### config.mk
export PLATFORM = sky130hd
export DESIGN_NAME = dm_l2_cache
export DESIGN_NICKNAME = d
export VERILOG_FILES = /design/src/rtl/l2_pkg.sv /design/src/rtl/l2_ctrl.sv /design/src/rtl/l2_datapath.sv /design/src/rtl/dm_l2_cache.sv
export SDC_FILE = /design/constraint.sdc
export NUM_CORES = 1
export LEC_CHECK = 0
export BUFFER_PORTS_ARGS = -buffer_cell sky130_fd_sc_hd__buf_4
export CORE_MARGIN = 3
export CORE_UTILIZATION = 62
export DETAILED_ROUTE_END_ITERATION = 6
export GPL_TIMING_DRIVEN = 0
export PLACE_DENSITY = 0.83
export SLEW_MARGIN = 25
export SYNTH_ARGS = -nofsm -noshare
export SYNTH_HDL_FRONTEND = slang
export SYNTH_HIERARCHICAL = 1
export SYNTH_SLANG_ARGS = --single-unit
### constraint.sdc
create_clock -name clk -period 5.9 [get_ports clk]
set_clock_uncertainty 0.05 [all_clocks]
set_input_delay 0.59 -clock clk [delete_from_list [all_inputs] [get_ports clk]]
set_output_delay 0.59 -clock clk [all_outputs]
set_load 0.01 [all_outputs]
### src/rtl/l2_pkg.sv
package l2_pkg;

  localparam logic [1:0] POL_WT        = 2'b00;
  localparam logic [1:0] POL_WB_DIRTY  = 2'b01;
  localparam logic [1:0] POL_WB_ALWAYS = 2'b10;

  typedef enum logic [2:0] {
    ST_IDLE,
    ST_LOOKUP,
    ST_WRITEBACK,
    ST_REFILL,
    ST_RESPOND,
    ST_BYPASS
  } ctrlState_e;

  typedef enum logic [1:0] {
    MSEL_REQ,
    MSEL_VICTIM,
    MSEL_FILL
  } memSel_e;

  typedef struct packed {
    logic    capture;
    logic    wordWr;
    logic    fillWr;
    logic    install;
    logic    markDirty;
    logic    grabMem;
    memSel_e memSel;
  } dpCtrl_t;

endpackage

### src/rtl/l2_ctrl.sv
module l2_ctrl
  import l2_pkg::*;
#(
  parameter int WORDS = 4,
  localparam int WORD_W = $clog2(WORDS)
) (
  input  logic              clk,
  input  logic              rstN,
  input  logic [1:0]        cfgPolicy,
  input  logic              cpuReqValid,
  output logic              cpuReqReady,
  output logic              cpuRespValid,
  input  logic              reqWrite,
  input  logic              cacheable,
  input  logic              hit,
  input  logic              victimValid,
  input  logic              victimDirty,
  output logic              memReqValid,
  input  logic              memReqReady,
  output logic              memReqWrite,
  output logic              memReqLast,
  output dpCtrl_t           dp,
  output logic [WORD_W-1:0] beat
);

  localparam logic [WORD_W-1:0] BEAT_MAX = WORD_W'(WORDS - 1);

  ctrlState_e        state, nextState;
  logic [WORD_W-1:0] beatCnt;
  logic              memFire;
  logic              lastBeat;
  logic              isWriteThrough;
  logic              needWriteBack;

  assign beat           = beatCnt;
  assign memFire        = memReqValid && memReqReady;
  assign isWriteThrough = (cfgPolicy != POL_WB_DIRTY) && (cfgPolicy != POL_WB_ALWAYS);
  assign needWriteBack  = victimValid &&
                          ((cfgPolicy == POL_WB_ALWAYS) ||
                           ((cfgPolicy == POL_WB_DIRTY) && victimDirty));
  assign lastBeat       = (state == ST_BYPASS) || (beatCnt == BEAT_MAX);
  assign memReqLast     = memReqValid && lastBeat;

  always_comb begin
    nextState    = state;
    dp           = '0;
    dp.memSel    = MSEL_REQ;
    cpuReqReady  = 1'b0;
    cpuRespValid = 1'b0;
    memReqValid  = 1'b0;
    memReqWrite  = 1'b0;
    unique case (state)
      ST_IDLE: begin
        cpuReqReady = 1'b1;
        if (cpuReqValid) begin
          dp.capture = 1'b1;
          nextState  = ST_LOOKUP;
        end
      end
      ST_LOOKUP: begin
        if (!cacheable) begin
          nextState = ST_BYPASS;
        end else if (reqWrite) begin
          if (hit) begin
            dp.wordWr    = 1'b1;
            dp.markDirty = (cfgPolicy == POL_WB_DIRTY);
            nextState    = isWriteThrough ? ST_BYPASS : ST_RESPOND;
          end else begin
            nextState = ST_BYPASS;
          end
        end else if (hit) begin
          nextState = ST_RESPOND;
        end else begin
          nextState = needWriteBack ? ST_WRITEBACK : ST_REFILL;
        end
      end
      ST_WRITEBACK: begin
        memReqValid = 1'b1;
        memReqWrite = 1'b1;
        dp.memSel   = MSEL_VICTIM;
        if (memFire && lastBeat) nextState = ST_REFILL;
      end
      ST_REFILL: begin
        memReqValid = 1'b1;
        dp.memSel   = MSEL_FILL;
        dp.fillWr   = memFire;
        if (memFire && lastBeat) begin
          dp.install = 1'b1;
          nextState  = ST_RESPOND;
        end
      end
      ST_BYPASS: begin
        memReqValid = 1'b1;
        memReqWrite = reqWrite;
        dp.memSel   = MSEL_REQ;
        dp.grabMem  = memFire && !reqWrite;
        if (memFire) nextState = ST_RESPOND;
      end
      ST_RESPOND: begin
        cpuRespValid = 1'b1;
        nextState    = ST_IDLE;
      end
      default: nextState = ST_IDLE;
    endcase
  end

  always_ff @(posedge clk) begin
    if (!rstN) begin
      state   <= ST_IDLE;
      beatCnt <= '0;
    end else begin
      state <= nextState;
      if (memFire) beatCnt <= lastBeat ? '0 : beatCnt + WORD_W'(1);
    end
  end

  AST_MEM_HOLD: assert property (@(posedge clk) disable iff (!rstN)
    (memReqValid && !memReqReady) |=> (memReqValid && $stable(memReqWrite) && $stable(beatCnt)))
    else $error("memory beat dropped before acceptance");

  AST_RESP_PULSE: assert property (@(posedge clk) disable iff (!rstN)
    cpuRespValid |=> (!cpuRespValid && cpuReqReady))
    else $error("response longer than one cycle");

  AST_SKIP_CLEAN: assert property (@(posedge clk) disable iff (!rstN)
    (state == ST_LOOKUP && cacheable && !reqWrite && !hit &&
     cfgPolicy == POL_WB_DIRTY && !victimDirty) |=> (state == ST_REFILL))
    else $error("clean victim written back");

  AST_ALWAYS_WB: assert property (@(posedge clk) disable iff (!rstN)
    (state == ST_LOOKUP && cacheable && !reqWrite && !hit &&
     cfgPolicy == POL_WB_ALWAYS && victimValid) |=> (state == ST_WRITEBACK))
    else $error("valid victim not written back");

  AST_WT_NO_WB: assert property (@(posedge clk) disable iff (!rstN)
    (state == ST_WRITEBACK) |-> (cfgPolicy == POL_WB_DIRTY || cfgPolicy == POL_WB_ALWAYS))
    else $error("write-back burst in write-through policy");

endmodule

### src/rtl/l2_datapath.sv
module l2_datapath
  import l2_pkg::*;
#(
  parameter int ADDR_W = 16,
  parameter int DATA_W = 32,
  parameter int LINES  = 8,
  parameter int WORDS  = 4,
  parameter int TAG_W  = 8,
  localparam int WORD_W = $clog2(WORDS)
) (
  input  logic              clk,
  input  logic              rstN,
  input  logic              cfgBorrow,
  input  dpCtrl_t           dp,
  input  logic [WORD_W-1:0] beat,
  input  logic              cpuReqWrite,
  input  logic [ADDR_W-1:0] cpuReqAddr,
  input  logic [DATA_W-1:0] cpuReqWdata,
  output logic [DATA_W-1:0] cpuRespRdata,
  output logic              reqWrite,
  output logic              cacheable,
  output logic              hit,
  output logic              victimValid,
  output logic              victimDirty,
  output logic [ADDR_W-1:0] memReqAddr,
  output logic [DATA_W-1:0] memReqWdata,
  input  logic [DATA_W-1:0] memRdata
);

  localparam int BYTE_W  = $clog2(DATA_W / 8);
  localparam int OFF_W   = BYTE_W + WORD_W;
  localparam int IDX_W   = $clog2(LINES);
  localparam int TAG_LSB = OFF_W + IDX_W;
  localparam int TAG_MSB = TAG_LSB + TAG_W - 1;

  logic [ADDR_W-1:0] reqAddr;
  logic [DATA_W-1:0] reqWdata;
  logic [DATA_W-1:0] respReg;
  logic              respFromMem;

  logic [LINES-1:0]  validArr;
  logic [LINES-1:0]  dirtyArr;
  logic [TAG_W-1:0]  tagArr  [LINES];
  logic [DATA_W-1:0] dataArr [LINES][WORDS];

  logic [IDX_W-1:0]  reqIdx;
  logic [WORD_W-1:0] reqWord;
  logic [TAG_W-1:0]  reqTag;
  logic [TAG_W-1:0]  storedTag;
  logic [TAG_W-1:0]  victimTag;
  logic              upperZero;
  logic              tagMatch;

  assign reqIdx    = reqAddr[TAG_LSB-1:OFF_W];
  assign reqWord   = reqAddr[OFF_W-1:BYTE_W];
  assign reqTag    = reqAddr[TAG_MSB:TAG_LSB];
  assign storedTag = tagArr[reqIdx];
  assign reqWrite  = 1'b0 ^ reqWriteQ;

  logic reqWriteQ;

  generate
    if (ADDR_W > TAG_MSB + 1) begin : g_upper
      assign upperZero = ~|reqAddr[ADDR_W-1:TAG_MSB+1];
    end else begin : g_noUpper
      assign upperZero = 1'b1;
    end
  endgenerate

  assign cacheable   = upperZero && !(cfgBorrow && reqTag[TAG_W-1]);
  assign tagMatch    = cfgBorrow ? (storedTag[TAG_W-2:0] == reqTag[TAG_W-2:0])
                                 : (storedTag == reqTag);
  assign hit         = cacheable && validArr[reqIdx] && tagMatch;
  assign victimValid = validArr[reqIdx];
  assign victimDirty = cfgBorrow ? storedTag[TAG_W-1] : dirtyArr[reqIdx];
  assign victimTag   = cfgBorrow ? {1'b0, storedTag[TAG_W-2:0]} : storedTag;

  always_comb begin
    memReqAddr = '0;
    unique case (dp.memSel)
      MSEL_VICTIM: begin
        memReqAddr[TAG_MSB:TAG_LSB]  = victimTag;
        memReqAddr[TAG_LSB-1:OFF_W]  = reqIdx;
        memReqAddr[OFF_W-1:BYTE_W]   = beat;
      end
      MSEL_FILL: begin
        memReqAddr[TAG_MSB:TAG_LSB]  = reqTag;
        memReqAddr[TAG_LSB-1:OFF_W]  = reqIdx;
        memReqAddr[OFF_W-1:BYTE_W]   = beat;
      end
      default: memReqAddr = reqAddr;
    endcase
  end

  assign memReqWdata  = (dp.memSel == MSEL_VICTIM) ? dataArr[reqIdx][beat] : reqWdata;
  assign cpuRespRdata = respFromMem ? respReg : dataArr[reqIdx][reqWord];

  always_ff @(posedge clk) begin
    if (!rstN) begin
      reqAddr     <= '0;
      reqWdata    <= '0;
      reqWriteQ   <= 1'b0;
      respReg     <= '0;
      respFromMem <= 1'b0;
    end else begin
      if (dp.capture) begin
        reqAddr     <= cpuReqAddr;
        reqWdata    <= cpuReqWdata;
        reqWriteQ   <= cpuReqWrite;
        respFromMem <= 1'b0;
      end
      if (dp.grabMem) begin
        respReg     <= memRdata;
        respFromMem <= 1'b1;
      end
    end
  end

  always_ff @(posedge clk) begin
    if (!rstN) begin
      validArr <= '0;
      dirtyArr <= '0;
      for (int i = 0; i < LINES; i++) tagArr[i] <= '0;
    end else begin
      if (dp.install) begin
        validArr[reqIdx] <= 1'b1;
        dirtyArr[reqIdx] <= 1'b0;
        tagArr[reqIdx]   <= cfgBorrow ? {1'b0, reqTag[TAG_W-2:0]} : reqTag;
      end
      if (dp.markDirty) begin
        if (cfgBorrow) tagArr[reqIdx][TAG_W-1] <= 1'b1;
        else           dirtyArr[reqIdx]        <= 1'b1;
      end
    end
  end

  always_ff @(posedge clk) begin
    if (dp.wordWr) dataArr[reqIdx][reqWord] <= reqWdata;
    if (dp.fillWr) dataArr[reqIdx][beat]    <= memRdata;
  end

  AST_INSTALL_CACHEABLE: assert property (@(posedge clk) disable iff (!rstN)
    dp.install |-> cacheable)
    else $error("uncacheable address installed");

  AST_INSTALL_ON_FILL: assert property (@(posedge clk) disable iff (!rstN)
    dp.install |-> (dp.fillWr && beat == WORD_W'(WORDS - 1)))
    else $error("line installed before final refill beat");

  AST_HIT_STABLE_TAG: assert property (@(posedge clk) disable iff (!rstN)
    dp.wordWr |-> hit)
    else $error("word written without a hit");

endmodule

### src/rtl/dm_l2_cache.sv
module dm_l2_cache
  import l2_pkg::*;
#(
  parameter int ADDR_W = 16,
  parameter int DATA_W = 32,
  parameter int LINES  = 8,
  parameter int WORDS  = 4,
  parameter int TAG_W  = 8
) (
  input  logic              clk,
  input  logic              rstN,
  input  logic [1:0]        cfgPolicy,
  input  logic              cfgBorrow,
  input  logic              cpuReqValid,
  output logic              cpuReqReady,
  input  logic              cpuReqWrite,
  input  logic [ADDR_W-1:0] cpuReqAddr,
  input  logic [DATA_W-1:0] cpuReqWdata,
  output logic              cpuRespValid,
  output logic [DATA_W-1:0] cpuRespRdata,
  output logic              memReqValid,
  input  logic              memReqReady,
  output logic              memReqWrite,
  output logic              memReqLast,
  output logic [ADDR_W-1:0] memReqAddr,
  output logic [DATA_W-1:0] memReqWdata,
  input  logic [DATA_W-1:0] memRdata
);

  localparam int WORD_W = $clog2(WORDS);

  dpCtrl_t           dp;
  logic [WORD_W-1:0] beat;
  logic              reqWrite;
  logic              cacheable;
  logic              hit;
  logic              victimValid;
  logic              victimDirty;

  l2_ctrl #(.WORDS(WORDS)) u_ctrl (
    .clk          (clk),
    .rstN         (rstN),
    .cfgPolicy    (cfgPolicy),
    .cpuReqValid  (cpuReqValid),
    .cpuReqReady  (cpuReqReady),
    .cpuRespValid (cpuRespValid),
    .reqWrite     (reqWrite),
    .cacheable    (cacheable),
    .hit          (hit),
    .victimValid  (victimValid),
    .victimDirty  (victimDirty),
    .memReqValid  (memReqValid),
    .memReqReady  (memReqReady),
    .memReqWrite  (memReqWrite),
    .memReqLast   (memReqLast),
    .dp           (dp),
    .beat         (beat)
  );

  l2_datapath #(
    .ADDR_W (ADDR_W),
    .DATA_W (DATA_W),
    .LINES  (LINES),
    .WORDS  (WORDS),
    .TAG_W  (TAG_W)
  ) u_dp (
    .clk          (clk),
    .rstN         (rstN),
    .cfgBorrow    (cfgBorrow),
    .dp           (dp),
    .beat         (beat),
    .cpuReqWrite  (cpuReqWrite),
    .cpuReqAddr   (cpuReqAddr),
    .cpuReqWdata  (cpuReqWdata),
    .cpuRespRdata (cpuRespRdata),
    .reqWrite     (reqWrite),
    .cacheable    (cacheable),
    .hit          (hit),
    .victimValid  (victimValid),
    .victimDirty  (victimDirty),
    .memReqAddr   (memReqAddr),
    .memReqWdata  (memReqWdata),
    .memRdata     (memRdata)
  );

endmodule

Word-level counts from Yosys, hierarchy flattened

Memories as Yosys holds them, arrays and structs flattened. A register that Yosys moved wholly into a read port is not among the register bits.
Cells that the tools add are included.

Register bits after elaboration: 103
Bits in latches: 0
Memory bits (writable): 1088
Memory bits (read-only): 0
Bits of input ports: 88
Output and inout bits: 85
Logic and storage cells: 405
Memories: 2

$add $sub $neg: 1
Multipliers: 0
Div/mod/pow operators: 0
Order comparisons: 6
Equal/unequal tests: 18
Shifts and indexed selects: 0
Muxes and demuxes: 209
Bitwise logic cells: 135
Reductions and logical operators: 25

Memory list:

| name         | depth | bits a word | read ports | clocked after Yosys merged registers in | write ports | line              | source |
|---|---|---|---|---|---|---|---|
| u_dp.dataArr | 8     | 128         | 1          | 1                                       | 1           | l2_datapath.sv:44 | `logic [DATA_W-1:0] dataArr [LINES][WORDS];` |
| u_dp.tagArr  | 8     | 8           | 1          | 1                                       | 8           | l2_datapath.sv:43 | `logic [TAG_W-1:0] tagArr [LINES];` |

Operators by type and width:

| cell                                                             | count |
|---|---|
| 128-bit 2-to-1 mux                                               | 2 |
| 32-bit 2-to-1 mux                                                | 8 |
| 1-bit 2-to-1 mux                                                 | 164 |
| 1-bit OR                                                         | 129 |
| 32-bit binary-select mux with 2-bit select                       | 2 |
| 32-bit demux with 2-bit select                                   | 2 |
| 8-bit 2-to-1 mux                                                 | 7 |
| 3-bit 2-to-1 mux                                                 | 13 |
| 13-bit one-hot mux with 2 select lines                           | 1 |
| 8-bit OR                                                         | 2 |
| 3-bit one-hot mux with 5 select lines                            | 1 |
| 1-bit logical AND                                                | 14 |
| 8-bit bitwise AND                                                | 1 |
| 8-bit == test                                                    | 1 |
| 2-bit 2-to-1 mux                                                 | 4 |
| 2-bit by 1-bit != test with 1-bit output (second input constant) | 4 |
| 8-bit NOT                                                        | 1 |
| 8-bit OR reduction                                               | 1 |
| 7-bit == test                                                    | 1 |
| 1-bit binary-select mux with 3-bit select                        | 2 |
| 2-bit == test (second input constant)                            | 3 |
| 3-bit by 2-bit == test with 1-bit output (second input constant) | 2 |
| 3-bit == test (second input constant)                            | 2 |
| 3-bit greater-or-equal comparator (second input constant)        | 2 |
| other kinds (18)                                                 | 25 |

Depth between registers and ports, before layout

Gate-level depths: netlist of the first run.

Depth in word-level cells: 15
Mapped depth: 16
Gate-level depth less buffers: 11

Hierarchy

The synthesis of the first run kept the hierarchy.

Modules (own cells, without submodules):

| module      | times used | cells an instance | area each (um^2) | seq. area each (um^2) |
|---|---|---|---|---|
| l2_datapath | 1          | 2517              | 49278.5          | 34693.3 |
| l2_ctrl     | 1          | 68                | 479.2            | 100.1 |

Worst setup path before layout of the first run

OpenSTA, ideal clock, no wires.

Path kind: reg-to-reg
Start: register (tool-made name)
End: memory u_dp/dataArr[6][100] (netlist name), enable pin
Setup time: 0.421 ns
Data arrival time: 4.057 ns
Data required time: 5.429 ns
Path slack: 1.372 ns
Stages on the path, launching flop included: 14
Buffers on the path: 3
Period minus slack after synthesis: 4.528 ns
Cell sequence: dfxtp_1 > buf_6 > buf_6 > buf_6 > mux4_2 > mux2i_1 > xor2_1 > nand2_1 > nor4b_2 > and4_1 > and3_1 > nor2b_1 > a21oi_1 > nor2_1

RTL lines:

| element          | line |
|---|---|
| end: declaration | l2_datapath.sv:44 |

==> results of run 1 <==
[layout make-up]
| cell class | count | area [sq um] |
|---|---|---|
| flip-flops and latches | 1194 | 34790 |
| fillers | 4258 | 21580 |
| multi-input cells | 1212 | 14340 |
| clock buffers | 169 | 3344 |
| repair buffers | 226 | 2519 |
| well taps | 1050 | 1314 |
| plain buffers | 169 | 859.6 |
| clock inverters | 44 | 467.9 |
| inverters | 10 | 37.54 |
| diodes | 2 | 5.005 |
[layout by cell type (no fill, tap or decap), drive strengths merged, types with 24 or more instances in the layout]
cell,n
nand2,78
buf,312
nor3,24
o21ai,55
mux4,335
dfxtp,106
nor2,88
and2,49
edfxtp,1088
a21oi,48
clkbuf,252
clkinv,32
nor2b,107
mux2i,221
mux2,133
[stage by stage]
| step | power [W] | hold slack [ns] |
|---|---|---|
| after floorplan | 0.01284 | 0.3962 |
| after global routing | 0.02274 | 0.1085 |
| after detailed placement | 0.01477 | 0.4254 |
| after CTS | 0.02214 | 0.09107 |
| final | 0.02221 | 0.1098 |
| after global placement | 0.01454 | 0.4147 |
[Yosys cell counts (all sizes together), types with 2 or more instances]
master,count
and3,3
o21a,3
nor2,88
dfxtp,106
mux2,133
buf,88
o21ai,55
or2,3
a21o,2
nor2b,107
mux2i,221
xor2,6
o22ai,2
a21oi,48
nand3b,4
nand2,78
inv,8
and3b,2
edfxtp,1088
nand2b,4
or3b,2
and2,49
a22oi,9
o211ai,2
clkbuf,81
ha,5
clkinv,2
nor3b,4
nor3,24
nand3,6
a21boi,2
mux4,335
[power groups by stage]
| stage | Sequential [W] | Combinational (W) | Clock, W |
|---|---|---|---|
| after CTS | 0.00986 | 0.00483 | 0.00745 |
| after global placement | 0.0100 | 0.00452 | 0 |
| after global routing | 0.00987 | 0.00511 | 0.00777 |
| after floorplan | 0.00995 | 0.00289 | 0 |
| after detailed placement | 0.0100 | 0.00474 | 0 |
| final | 0.00987 | 0.00492 | 0.00742 |
[registers in the layout, indices dropped and copies added, names as in the netlist, 3 cells and up, named ones only]
name           flops
u_dp/dataArr    1024
u_dp/reqWdata     32
u_dp/tagArr       64
u_dp/dirtyArr      8
u_ctrl/state       3
u_dp/respReg      32
u_dp/reqAddr      16
u_dp/validArr      8
[critical path, delay by kind of cell (launching register included)]
| family | cells | cell delay (ns) |
|---|---|---|
| AO/OA/AOI/OAI | 2 | 0.44 |
| flip-flops | 1 | 0.31 |
| multiplexers | 2 | 0.69 |
| XOR/XNOR | 1 | 0.22 |
| buffers and inverters | 4 | 1.31 |
| AND/OR/NAND/NOR | 5 | 2.16 |
[per-layer routing]
layer | share of wire | up-vias
met3 | 0.14 | 583
li1 | - | 11125
met1 | 0.33 | 14780
met2 | 0.47 | 2787
met5 | 0.000048 | -
met4 | 0.060 | 2
[path summary, 6_finish.rpt]
check / startpoint / to / slack [ns] / cells past startpoint
setup reg to reg: flop / u_dp/dataArr[1][116] / 0.34 / 14
hold reg to reg: u_dp/validArr[5] / u_dp/validArr[5] / 0.44 / 2
hold / removal: cpuReqAddr[13] / u_dp/reqAddr[13] / 0.11 / 3
setup / recovery: flop / u_dp/dataArr[1][116] / 0.34 / 14
[logic make-up after synthesis]
group                      synth area share
xor gates and xnor gates           0.001056
adders and majority gates          0.001257
DFF                                  0.6993
muxes                                0.2263
buffers and inverters               0.01773
AOI/OAI and AO/OA                   0.01499
and+or+nand+nor                     0.03945
==> results.cfg, run 1 <==
[status]
outcome = complete, but fails checks
violations = design-rule violations

[floorplanning]
initial_utilization = 0.6278
die-area_sq_mm = 0.08369
fp-row-count = 103
die_w_microns = 289.3
core_area_sq_mm = 0.07926
die_h_microns = 289.3
io_pins = 173

[place]
dp_hpwl_mm = 96.12
pre_cts_ws_ns = 0.5314
portBuffers = 172
globalplace.congestion = 0.8929
dpl.cell_count = 3861
place_area_sq_mm = 0.05385

[sta]
slew_viol_final = 0
fin_crit_ns = 5.557
period_share = 0.9419
rsz0062_at_grt = no
setup_viol = 0
worst_slew_pin_slew_ns = 1.201
timing.fmax_mhz = 179.9
hold_viol = 0
setup_ws_ns = 0.3426
slew_headroom = 0.1996
finalSetupTns_ns = 0

[route]
drtPass1Iterations = 7
viasPerCell = 7.183
post-route-drc-count = 3
routed_wl_mm = 145.8
ant_nets = 0
vias = 29277
wl_per_cell_microns = 35.78
first_iter_violations = 4731

[setup_path]
crit_arrival_ns = 5.88
critPathMaxFanout = 17
worst-endpoint-required_ns = 6.23
slowest_stage = nor2_4
critPathKind = flop to flop
worstSetupStartpointType = flop
crit_top_cell = buf_2
cp-end-kind = flop
crit_chain = buf_2 -> buf_2 -> buf_2 -> mux4_2 -> mux2i_1 -> xor2_1 -> o211ai_1 -> nor4b_2 -> and4_1 -> and3_1 -> nor2b_1 -> a21oi_2 -> nor2_4 -> buf_12
slowest_delay_ns = 0.77

[clock_network]
clockBufferDepth = 3
cts_sinks = 1194
cts_root_buf = clkbuf_16
h-tree-depth = 3
hold_buffers = 0
cts-resized-gates = 0
cts_buffers = 113
post-cts-setup-buffers = 0
worstSkewPairLatency_ns = 0.69
cts_tree = built
clk_pin_slew_worst_paths_ns = 0.06

[synth]
synth_async_sr_flop_share = 0
seq_area_frac_synth = 0.6993
avgSynthCellArea_sq_um = 19.25
ys_warn_count = 6
ys_ff_latch = 1194
synth_edf_count = 1088
synthCells = 2585
ys.flop_type = edfxtp_1
syn_area_sq_mm = 0.04976
synth.distinct_cells = 54
synth_area_leaders = edfxtp_1 (66%), mux4_2 (15%), mux2i_1 (4.4%), dfxtp_1 (4.3%), mux2_2 (3.0%)
syn-num-nets = 2678
synth_top_area_share = 0.6566
synth_area_leader_cell = edfxtp_1

[global_routing]
grt_max_degree = 20
grt_util_all_layers = 0.3526
use_met2 = 0.5546
grt_pass1_wl_mm = 207.3
grt-ovfl-total = 0
grt_pass1_vias = 29482
met3_usage = 0.09646
grtUsageMet1 = 0.4619
antenna_found_initial = 3
globalRoute.busiestLayer = met2

[finish]
final_cell_area_sq_mm = 0.05768
layout-drive-gt1-share = 0.3297
final_core_util = 0.7277
fin_nets = 3019
syn2layout_area_growth_pct = 15.91
final_cells = 4076

[power_and_ir_drop]
p_int_w = 0.01603
comb_power_share = 0.222
power.switching_w = 0.006183
p_seq_frac = 0.444
switching_share = 0.2784
clkPwrFrac = 0.334
p_leak_nw = 18.70
irDropWorstVdd_mv = 0.2945
p_per_area_mw_per_mm2 = 385.1

[min_path]
min_path_type = input pin to flop

[run]
max_cap_violations = 0
(Power assumes the default switching activity.)
==> inputs of run 2 (changes only) <==
--- a/config.mk
+++ b/config.mk
@@ -8,6 +8,7 @@
 export BUFFER_PORTS_ARGS = -buffer_cell sky130_fd_sc_hd__buf_4
 export CORE_MARGIN = 3
 export CORE_UTILIZATION = 62
+export CTS_CLUSTER_SIZE = 8
 export DETAILED_ROUTE_END_ITERATION = 6
 export GPL_TIMING_DRIVEN = 0
 export PLACE_DENSITY = 0.83
==> constraint.sdc (replaced) <==
create_clock -name clk -period 5.9 [get_ports clk]
set_clock_uncertainty 0.05 [all_clocks]
set_input_delay 1.77 -clock clk [delete_from_list [all_inputs] [get_ports clk]]
set_output_delay 1.77 -clock clk [all_outputs]
set_load 0.01 [all_outputs]
==> run 2 against run 1 <==
Compared with the run above:
- the flow finishes with violations (design-rule violations, negative setup slack)
- utilization up 1.4 points
- sequential power about the same
- register-to-register slack worse by 0.08 ns
- total power up 7.3%
- clock power up 21%
- critical path type is now flop to primary output
- routed wire length up 4.8%
- setup slack worse by 0.43 ns
- global-route usage up 1.8 points
==> results.cfg, run 2 (synthesis gave the netlist of run 1 again) <==
[status]
outcome = complete, but fails checks
violations = design-rule violations, negative setup slack

[setup_path]
crit_top_cell = buf_2
crit_arrival_ns = 4.17
cp-end-kind = primary output
worst_r2r_path_depth = 13
slowest_stage = o21ai_0
cp_top_family = buffers and inverters
crit_chain = buf_2 -> buf_2 -> buf_2 -> mux4_2 -> mux2i_1 -> mux4_2 -> o21ai_0 -> buf_4
critPathMaxFanout = 10
reg2reg_slack_ns = 0.26
crit_end = cpuRespRdata[1]
critPathKind = flop to primary output
cp.buffers_inverters = 4
cp.depth = 8
worstSetupStartpointType = flop
slowest_delay_ns = 0.64
worst-endpoint-required_ns = 4.08
r2r-end = u_dp/dataArr[1][80]

[sta]
slew_headroom = 0.1719
slew_viol_final = 0
setup_ws_ns = -0.09070
fin_crit_ns = 5.991
timing.fmax_mhz = 166.9
hold_viol = 0
worst_slew_pin_slew_ns = 1.242
setup_viol = 1
rsz0062_at_grt = no
period_share = 1.015

[place]
globalplace.congestion = 0.8929
dp_hpwl_mm = 96.12
pre_cts_ws_ns = 0.1344
place_area_sq_mm = 0.05385
portBuffers = 172

[finish]
largest_register = u_dp/dataArr
syn2layout_area_growth_pct = 18.18
mostFrequentLayoutCells = edfxtp_1 (1088), mux4_2 (335), mux2i_1 (220), buf_4 (198), clkbuf_1 (170)
largest_reg_flops = 1024
reg.largest.list = u_dp/dataArr (1024), u_dp/tagArr (64)
layout_commonest_cell = edfxtp_1
fin_nets = 3073
layout-drive-gt1-share = 0.3297
final_cell_area_sq_mm = 0.05881

[route]
vias = 30156
routed-wl-met2_mm = 71.96
post-route-drc-count = 1
drtPass1Iterations = 7
routed_wl_mm = 152.8
viasPerCell = 7.265
drt-met1-wl_mm = 48.16
ant_nets = 0
first_iter_violations = 4753
wl_per_cell_microns = 36.80
dr.max_layer_used = met5
wl_met3_mm = 21.38

[global_routing]
grt-ovfl-total = 0
grt_pass1_wl_mm = 216.4
grt_pass1_vias = 30872
grt_max_degree = 20
antenna_found_initial = 4
grt_util_all_layers = 0.3709

[run]
max_cap_violations = 0

[power_and_ir_drop]
finalPower_w = 0.02384
p_per_area_mw_per_mm2 = 405.4
irDropWorstVdd_mv = 0.3054
p_leak_nw = 19.19

[clock_network]
worstSkewPairLatency_ns = 0.77
hold_buffers = 0
clockBufferDepth = 3
cts_root_buf = clkbuf_16
clk_pin_slew_worst_paths_ns = 0.05
cts_sinks = 1194
h-tree-depth = 4
cts_tree = built
cts_buffers = 167

[floorplanning]
core_area_sq_mm = 0.07926
die_w_microns = 289.3
die_h_microns = 289.3
io_pins = 173
die-area_sq_mm = 0.08369
fp-row-count = 103
initial_utilization = 0.6278

[min_path]
min_path_type = flop to flop
run 2: changes by cell type in the layout (fill, tap and decap cells not counted), moves of 3 or more:
cell	before	now
clkbuf_2	11	18
bufinv_16	10	0
clkinv_8	0	4
inv_16	0	3
clkinv_2	13	1
clkbuf_8	20	1
clkbuf_16	118	168
clkbuf_1	103	170
clkinv_16	0	6
clkinv_1	18	2
run 2: what timing repair did:
item                                    in CTS  in global routing
gates resized for setup                      7                  6
setup buffers                                0                  0
gates cloned                                 0                  0
endpoints found under the setup margin      28                 24
run 2: worst min-delay path by stage:
stage                                start          endpoint  slack, ns  cells past startpoint
after detailed placement  u_dp/validArr[5]  u_dp/validArr[5]       0.43                      2
final                     u_dp/validArr[0]  u_dp/validArr[0]       0.44                      2
after CTS                 u_dp/validArr[0]  u_dp/validArr[0]       0.45                      2
after global placement      u_ctrl/beat[1]    u_ctrl/beat[1]       0.41                      2
after floorplan             u_ctrl/beat[1]    u_ctrl/beat[1]       0.40                      2
after global routing      u_dp/validArr[0]  u_dp/validArr[0]       0.46                      2
run 2: tightest hold or removal path: cells and delay by family, from the launching register on:
| family | cells | cell delay (ns) |
|---|---|---|
| simple gates | 1 | 0.09 |
| flops | 1 | 0.32 |
| compound gates | 1 | 0.04 |
run 2: metal layers:
metal,global-route usage,vias up
li1,-,11251
met2,0.5755,3069
met5,0.002907,-
met1,0.4663,15039
met4,0.2282,6
met3,0.1087,791
run 2: stage by stage:
| step | utilization | cells | setup TNS (ns) | hold slack [ns] |
|---|---|---|---|---|
| after detailed placement | 0.6794 | 3861 | 0 | 0.4254 |
| after global placement | 0.6607 | 3807 | -1749.98 | 0.4147 |
| after global routing | 0.7419 | 4150 | 0 | 0.4630 |
| after floorplan | - | 2585 | 0 | 0.3962 |
| after CTS | 0.7418 | 4150 | 0 | 0.4477 |
| final | 0.7420 | 4151 | -0.09070 | 0.4416 |
run 2: final cells by class:
type	instances	area (sq um)
antenna	1	2.502
clock buffer	274	4612
buffer	169	873.3
sequential	1194	34790
timing repair buffer	226	2519
tap	1050	1314
clock inverter	15	319.1
fill	4075	20450
multi-input combinational	1212	14340
inverter	10	37.54
run 2: where the power goes:
group	total (W)	internal, W	switching [W]
Clock	0.00896	0.00534	0.00362
Combinational	0.00499	0.00199	0.00300
Sequential	0.00989	0.00972	0.000171
Total	0.0238	0.0171	0.00679
